==> config.mk <==
export PLATFORM = sky130hd
export DESIGN_NAME = tx_framer
export DESIGN_NICKNAME = d
export VERILOG_FILES = /design/src/rtl/tx_framer_pkg.sv /design/src/rtl/tx_framer_crc.sv /design/src/rtl/tx_framer_ser.sv /design/src/rtl/tx_framer_seq.sv /design/src/rtl/tx_framer.sv
export SDC_FILE = /design/constraint.sdc
export NUM_CORES = 1
export LEC_CHECK = 0
export ABC_CLOCK_PERIOD_IN_PS = 9730
export BUFFER_PORTS_ARGS = -buffer_cell sky130_fd_sc_hd__buf_2
export CAP_MARGIN = 20
export CORE_MARGIN = 2
export CORE_UTILIZATION = 64
export CTS_BUF_LIST = sky130_fd_sc_hd__clkbuf_8
export CTS_CLUSTER_DIAMETER = 100
export DETAILED_ROUTE_END_ITERATION = 12
export HOLD_SLACK_MARGIN = 0.03
export PLACE_DENSITY = 0.85
export SYNTH_ARGS = -nofsm -noshare
export SYNTH_HDL_FRONTEND = slang
export SYNTH_HIERARCHICAL = 1
export SYNTH_SLANG_ARGS = --single-unit
==> constraint.sdc <==
create_clock -name clk_i -period 9.73 [get_ports clk_i]
set_input_delay 0.973 -clock clk_i [delete_from_list [all_inputs] [get_ports clk_i]]
set_output_delay 0.973 -clock clk_i [all_outputs]
set_load 0.05 [all_outputs]
==> src/rtl/tx_framer_pkg.sv <==
package tx_framer_pkg;
  localparam int BYTE_W   = 8;
  localparam int CRC_W    = 16;
  localparam int CNT_W    = 8;
  localparam logic [CRC_W-1:0] CRC_POLY = 16'h8005;
  localparam logic [CRC_W-1:0] CRC_SEED = 16'hFFFF;
  localparam logic [BYTE_W-1:0] PRE_BYTE = 8'hAA;

  typedef enum logic [3:0] {
    S_IDLE, S_PRE, S_SYNC_H, S_SYNC_L, S_PAY, S_CRC_H, S_CRC_L, S_END, S_UFL
  } fr_state_e;

  // byte folded into the high half, then eight shift steps
  function automatic logic [CRC_W-1:0] crc_next(input logic [CRC_W-1:0] c,
                                                input logic [BYTE_W-1:0] d);
    logic [CRC_W-1:0] r;
    r = c ^ {d, {(CRC_W-BYTE_W){1'b0}}};
    for (int i = 0; i < BYTE_W; i++) begin
      r = r[CRC_W-1] ? ((r << 1) ^ CRC_POLY) : (r << 1);
    end
    return r;
  endfunction
endpackage

==> src/rtl/tx_framer_crc.sv <==
module tx_framer_crc
  import tx_framer_pkg::*;
(
  input  logic              clk_i,
  input  logic              rst_ni,
  input  logic              init_i,
  input  logic              upd_i,
  input  logic [BYTE_W-1:0] data_i,
  output logic [CRC_W-1:0]  crc_o
);
  always_ff @(posedge clk_i or negedge rst_ni) begin
    if (!rst_ni)     crc_o <= CRC_SEED;
    else if (init_i) crc_o <= CRC_SEED;
    else if (upd_i)  crc_o <= crc_next(crc_o, data_i);
  end
endmodule

==> src/rtl/tx_framer_ser.sv <==
module tx_framer_ser #(
  parameter int W = 8
) (
  input  logic         clk_i,
  input  logic         rst_ni,
  input  logic         load_i,
  input  logic [W-1:0] byte_i,
  input  logic         white_i,
  input  logic         stop_i,
  output logic         bit_o,
  output logic         vld_o,
  output logic         white_o,
  output logic         last_o
);
  localparam int IDX_W = $clog2(W);

  logic [W-1:0]     sh_q;
  logic [IDX_W-1:0] idx_q;
  logic             vld_q, wh_q;

  always_ff @(posedge clk_i or negedge rst_ni) begin
    if (!rst_ni) begin
      sh_q  <= '0;
      idx_q <= '0;
      vld_q <= 1'b0;
      wh_q  <= 1'b0;
    end else if (load_i) begin
      sh_q  <= byte_i;
      idx_q <= '0;
      vld_q <= 1'b1;
      wh_q  <= white_i;
    end else if (stop_i) begin
      vld_q <= 1'b0;
      wh_q  <= 1'b0;
    end else if (vld_q) begin
      sh_q  <= {sh_q[W-2:0], 1'b0};
      idx_q <= idx_q + 1'b1;
    end
  end

  assign bit_o   = sh_q[W-1] & vld_q;
  assign vld_o   = vld_q;
  assign white_o = wh_q & vld_q;
  assign last_o  = vld_q && (idx_q == IDX_W'(W-1));
endmodule

==> src/rtl/tx_framer_seq.sv <==
module tx_framer_seq
  import tx_framer_pkg::*;
#(
  parameter int PRE_W = 4
) (
  input  logic              clk_i,
  input  logic              rst_ni,
  input  logic              start_i,
  input  logic              flush_i,
  input  logic [PRE_W-1:0]  cfg_pre_len_i,
  input  logic [15:0]       cfg_sync_i,
  input  logic              cfg_var_len_i,
  input  logic [CNT_W-1:0]  cfg_fix_len_i,
  input  logic              cfg_crc_en_i,
  input  logic [BYTE_W-1:0] fifo_data_i,
  input  logic              fifo_empty_i,
  input  logic              ser_vld_i,
  input  logic              ser_last_i,
  input  logic [CRC_W-1:0]  crc_i,
  output logic              pop_o,
  output logic              load_o,
  output logic [BYTE_W-1:0] byte_o,
  output logic              white_o,
  output logic              stop_o,
  output logic              crc_init_o,
  output logic              crc_upd_o,
  output fr_state_e         state_o,
  output logic              done_o
);
  fr_state_e        st_q, st_d;
  logic [CNT_W-1:0] cnt_q, cnt_d;
  logic             first_q, first_d, done_d, need;
  fr_state_e        st_after;

  assign need     = (st_q != S_IDLE) && (st_q != S_UFL) && (!ser_vld_i || ser_last_i);
  assign st_after = cfg_crc_en_i ? S_CRC_H : S_END;

  always_comb begin
    st_d = st_q; cnt_d = cnt_q; first_d = first_q; done_d = 1'b0;
    pop_o = 1'b0; load_o = 1'b0; byte_o = '0; white_o = 1'b0; stop_o = 1'b0;
    crc_init_o = 1'b0; crc_upd_o = 1'b0;
    if (flush_i) begin
      st_d   = S_IDLE;
      stop_o = 1'b1;
    end else begin
      unique case (st_q)
        S_IDLE: if (start_i) begin
          st_d  = (cfg_pre_len_i == '0) ? S_SYNC_H : S_PRE;
          cnt_d = CNT_W'(cfg_pre_len_i);
        end
        S_PRE: if (need) begin
          load_o = 1'b1; byte_o = PRE_BYTE;
          cnt_d  = cnt_q - 1'b1;
          if (cnt_q == CNT_W'(1)) st_d = S_SYNC_H;
        end
        S_SYNC_H: if (need) begin
          load_o = 1'b1; byte_o = cfg_sync_i[15:8]; st_d = S_SYNC_L;
        end
        S_SYNC_L: if (need) begin
          load_o = 1'b1; byte_o = cfg_sync_i[7:0];
          crc_init_o = 1'b1;
          first_d = cfg_var_len_i;
          cnt_d   = cfg_fix_len_i;
          st_d    = (!cfg_var_len_i && cfg_fix_len_i == '0) ? st_after : S_PAY;
        end
        S_PAY: if (need) begin
          if (fifo_empty_i) begin
            st_d = S_UFL; stop_o = 1'b1;
          end else begin
            pop_o = 1'b1; load_o = 1'b1; byte_o = fifo_data_i;
            white_o = 1'b1; crc_upd_o = 1'b1;
            if (first_q) begin
              first_d = 1'b0;
              cnt_d   = fifo_data_i;
              if (fifo_data_i == '0) st_d = st_after;
            end else begin
              cnt_d = cnt_q - 1'b1;
              if (cnt_q == CNT_W'(1)) st_d = st_after;
            end
          end
        end
        S_CRC_H: if (need) begin
          load_o = 1'b1; byte_o = crc_i[15:8]; white_o = 1'b1; st_d = S_CRC_L;
        end
        S_CRC_L: if (need) begin
          load_o = 1'b1; byte_o = crc_i[7:0]; white_o = 1'b1; st_d = S_END;
        end
        S_END: if (need) begin
          stop_o = 1'b1; done_d = 1'b1; st_d = S_IDLE;
        end
        default: ;
      endcase
    end
  end

  always_ff @(posedge clk_i or negedge rst_ni) begin
    if (!rst_ni) begin
      st_q <= S_IDLE; cnt_q <= '0; first_q <= 1'b0; done_o <= 1'b0;
    end else begin
      st_q <= st_d; cnt_q <= cnt_d; first_q <= first_d; done_o <= done_d;
    end
  end

  assign state_o = st_q;
endmodule

==> src/rtl/tx_framer.sv <==
module tx_framer
  import tx_framer_pkg::*;
#(
  parameter int PRE_W = 4
) (
  input  logic              clk_i,
  input  logic              rst_ni,
  input  logic              start_i,
  input  logic              flush_i,
  input  logic [PRE_W-1:0]  cfg_pre_len_i,
  input  logic [15:0]       cfg_sync_i,
  input  logic              cfg_var_len_i,
  input  logic [7:0]        cfg_fix_len_i,
  input  logic              cfg_crc_en_i,
  input  logic [7:0]        fifo_data_i,
  input  logic              fifo_empty_i,
  output logic              fifo_rd_o,
  output logic              bit_o,
  output logic              bit_valid_o,
  output logic              whiten_o,
  output logic              busy_o,
  output logic              underflow_o,
  output logic              done_o
);
  logic              load, white, stop, crc_init, crc_upd, ser_vld, ser_last;
  logic [BYTE_W-1:0] byte_d;
  logic [CRC_W-1:0]  crc;
  fr_state_e         state;

  tx_framer_seq #(.PRE_W(PRE_W)) seq_i (
    .clk_i, .rst_ni, .start_i, .flush_i, .cfg_pre_len_i, .cfg_sync_i,
    .cfg_var_len_i, .cfg_fix_len_i, .cfg_crc_en_i, .fifo_data_i, .fifo_empty_i,
    .ser_vld_i(ser_vld), .ser_last_i(ser_last), .crc_i(crc),
    .pop_o(fifo_rd_o), .load_o(load), .byte_o(byte_d), .white_o(white),
    .stop_o(stop), .crc_init_o(crc_init), .crc_upd_o(crc_upd),
    .state_o(state), .done_o(done_o)
  );

  tx_framer_crc crc_i (
    .clk_i, .rst_ni, .init_i(crc_init), .upd_i(crc_upd), .data_i(byte_d), .crc_o(crc)
  );

  tx_framer_ser #(.W(BYTE_W)) ser_i (
    .clk_i, .rst_ni, .load_i(load), .byte_i(byte_d), .white_i(white), .stop_i(stop),
    .bit_o(bit_o), .vld_o(ser_vld), .white_o(whiten_o), .last_o(ser_last)
  );

  assign bit_valid_o = ser_vld;
  assign busy_o      = (state != S_IDLE) && (state != S_UFL);
  assign underflow_o = (state == S_UFL);
endmodule

==> key figures <==
Status
  • Status: finished clean

GRT
  • Largest net degree at the start of global routing: 44
  • Initial antenna violation count: 0
  • Vias in the first global route: 2781
  • Total global-route track usage: 31.4%
  • First-pass GRT wire length: 13.3 mm
  • Grt ovf: 0

Clock network
  • Num CTS Buffers: 5
  • Clock tree root driver cell: clkbuf_8
  • Setup bufs post-CTS: 0
  • H-tree Lvls: 2
  • Hold_buf cts: 0
  • # clock sinks: 43
  • Cts repair resizes: 0
  • Worst-path clk slew: 0.08 ns
  • CTS tree: done
  • Longest Clk Path Bufs: 2
  • Worst skew pair latency: 0.30 ns

Worst setup path
  • Critical path class: reg -> reg
  • CP Capture Type: register
  • Reg2reg setup slack: 5.50 ns
  • Max incr delay on CP: 0.87 ns
  • Maximum fanout along the worst path: 23
  • Critical Path AT: 4.45 ns
  • Element type at the critical path start: register
  • WP buf/inv: 0
  • Cell Chain, Critical Path: nor4b_4 > nor2b_1 > a21oi_1 > a2111oi_0 > xnor2_2 > xor2_1 > xnor3_2 > and3_1 > nor3_1
  • Critical path's top delay family: simple AND/OR/NAND/NOR gates
  • Worst EP required: 9.95 ns
  • Slowest library cell on the worst path: a2111oi_0

Run
  • Max-cap viol count: 0

Floorplanning
  • # rows: 25
  • Core area: 4750 sq um
  • Die W: 74.6 um
  • IO Pins: 50
  • Die Area: 5560 sq um
  • Die Span Y: 74.6 um
  • Initial core utilization: 67.1%

Timing
  • Worst slew pin tran: 0.973 ns
  • Min cycle time layout: 4.23 ns
  • Final Hold Fails: 0
  • Fin crit share: 43.5%
  • Worst Skew: 0.00806 ns
  • Fin worst setup slack: 5.50 ns
  • Final setup viols: 0
  • Worst slew margin relative to its limit: 33.5%
  • RSZ-0062 raised after global routing: no
  • FMAX: 0.236 GHz
  • TNS Setup: 0 ns
  • Fin. max-slew vios: 0

Logic synthesis
  • Mapped cell area: 3190 sq um
  • Syn nets: 400
  • Distinct cells, synth: 70
  • Syn Inst Count: 353
  • Syn_area_per_cell: 9.03 sq um
  • Yosys warnings: 6
  • Seq cells post-synth: 43
  • Primary FF master, synth: dfrtp_1
  • Asr flop ratio synth: 100%
  • Register area share after synthesis: 34.4%
  • Number of synthesized flops with an enable pin: 0

Drt
  • ANT nets after route: 0
  • Wirelength per Cell: 17.9 um
  • Drt via density: 6.59
  • DRT iter0 DRCs: 324
  • Remaining DRCs: 0
  • Via count: 2998
  • WL final: 8.15 mm
  • Pre-antenna DRT Iters: 5

Placement
  • Final GP Congestion: 0.898
  • Post-DP HPWL: 5.94 mm
  • DP Worst Slack: 5.64 ns
  • Port bufs: 49

Power and ir drop
  • Psw: 0.000407 W
  • Seq pwr share: 34.8%
  • P_leak: 1.45 nW
  • Power Dens Cells: 265 nW/um^2
  • Clk network pwr share: 12.5%
  • Power Internal: 0.000514 W
  • Logic pwr share: 52.7%
  • Switching Share: 44.2%
  • Peak supply drop: 178 uV

Layout
  • # diodes: 0
  • Commonest non-fill, non-tap cell in the layout: buf_2
  • Final nets: 434
  • Share of layout cells above drive strength 1: 24.0%
  • Area Overhead vs Synth: 9.06%
  • Commonest cells after routing, fill and taps aside: buf_2 (49), nor2_1 (28), a21oi_1 (28)

Worst hold path
  • Min-delay worst type: reg -> reg
[power by group through the flow]
stage / clock, W / sequential (W) / combinational, W
after floorplan: 0 / 0.000296 / 0.000412
after global placement: 0 / 0.000318 / 0.000465
after detailed placement: 0 / 0.000321 / 0.000475
after CTS: 0.000118 / 0.000319 / 0.000479
after global routing: 0.000123 / 0.000329 / 0.000533
final: 0.000115 / 0.000320 / 0.000486
[per-stage QoR]
step	total power (W)	utilization (%)	hold WS [ns]	cells	cell area, sq um
6_report	0.000921	73.2	0.509	455	3480
5_1_grt	0.000985	73.2	0.531	455	3480
4_1_cts	0.000916	73.2	0.518	455	3480
3_5_place_dp	0.000796	71.2	0.500	447	3390
3_3_place_gp	0.000783	71.2	0.478	447	3390
2_1_floorplan	0.000708	-	0.458	353	3190
[logic make-up (layout without fill, tap and decap cells)]
logic type / after synthesis / in the layout / synth area share (%)
xor+xnor: 22 / 22 / 6.98
simple gates: 121 / 121 / 21.1
compound gates: 122 / 122 / 27.6
buf+inv: 32 / 67 / 5.53
flops: 43 / 43 / 34.4
mux: 9 / 9 / 2.82
fa+ha+maj: 4 / 4 / 1.57
[per-layer routing]
layer,global-route usage (%),part of all wire (%),vias up
li1,-,-,1388
met1,43.0,42,1404
met2,49.2,45,188
met3,7.59,11,18
met4,10.5,2.0,0
met5,0,0,-
[synthesized netlist by cell type, types with 3 or more instances]
cell	number	area, sq um
nor2b_1	11	68.8
a21oi_1	28	140
dfrtp_1	27	676
buf_4	5	37.5
nand4_1	3	18.8
nor3_1	12	60.1
inv_1	6	22.5
nand2b_1	7	43.8
a2111oi_0	4	35.0
a211o_1	7	61.3
xor2_1	6	52.6
buf_2	5	25.0
o211ai_1	4	30.0
a211oi_1	3	22.5
a221oi_1	4	35.0
a22oi_1	13	97.6
a222oi_1	3	30.0
ha_1	4	50.1
or3_1	6	37.5
nand2_1	21	78.8
mux2i_1	9	90.1
or2_1	7	43.8
nor4_1	4	25.0
xnor2_1	13	114
clkbuf_1	11	41.3
nor2_1	28	105
a32oi_1	5	43.8
a22o_1	5	43.8
o31ai_1	3	22.5
o21ai_1	7	35.0
and2_2	3	22.5
o21ai_0	19	95.1
dfstp_2	16	420
[final timing paths]
check	from	endpoint	cells after the start
max	seq_i/state_o[2]$_DFFE_PN0P_	crc_i/crc_o[0]$_DFFE_PN1P_	9
min in group asynchronous	rst_ni	ser_i/idx_q[1]$_DFFE_PN0P_	1
max in group asynchronous	rst_ni	ser_i/sh_q[3]$_DFFE_PN0P_	1
max reg2reg	seq_i/state_o[2]$_DFFE_PN0P_	crc_i/crc_o[0]$_DFFE_PN1P_	9
min	ser_i/wh_q$_DFFE_PN0P_	ser_i/wh_q$_DFFE_PN0P_	1
min reg2reg	ser_i/wh_q$_DFFE_PN0P_	ser_i/wh_q$_DFFE_PN0P_	1
[flip-flops by register name, indices dropped and copies added, names as in the netlist]
signal and flops:
ser_i/wh_q 1, seq_i/done_o 1, crc_i/crc_o 16, ser_i/vld_o 1, seq_i/cnt_q 8, ser_i/idx_q 3, ser_i/sh_q 8, seq_i/state_o 4
seq_i/first_q 1
[layout make-up]
| type | instances | area [sq um] |
|---|---|---|
| clock buffer | 6 | 82.6 |
| fill | 379 | 1280 |
| clock inverter | 2 | 8.76 |
| tap | 67 | 83.8 |
| sequential | 43 | 1100 |
| inverter | 8 | 30.0 |
| multi-input combinational | 278 | 1920 |
| timing repair buffer | 51 | 260 |
[worst register-to-register path, delay by kind of cell, from the launching register on]
| kind | cells | cell delay [ns] |
|---|---|---|
| flops | 1 | 0.80 |
| xor+xnor | 3 | 1.00 |
| simple gates | 4 | 1.33 |
| compound gates | 2 | 1.02 |
No activity file was read; power rests on OpenSTA's default activity.
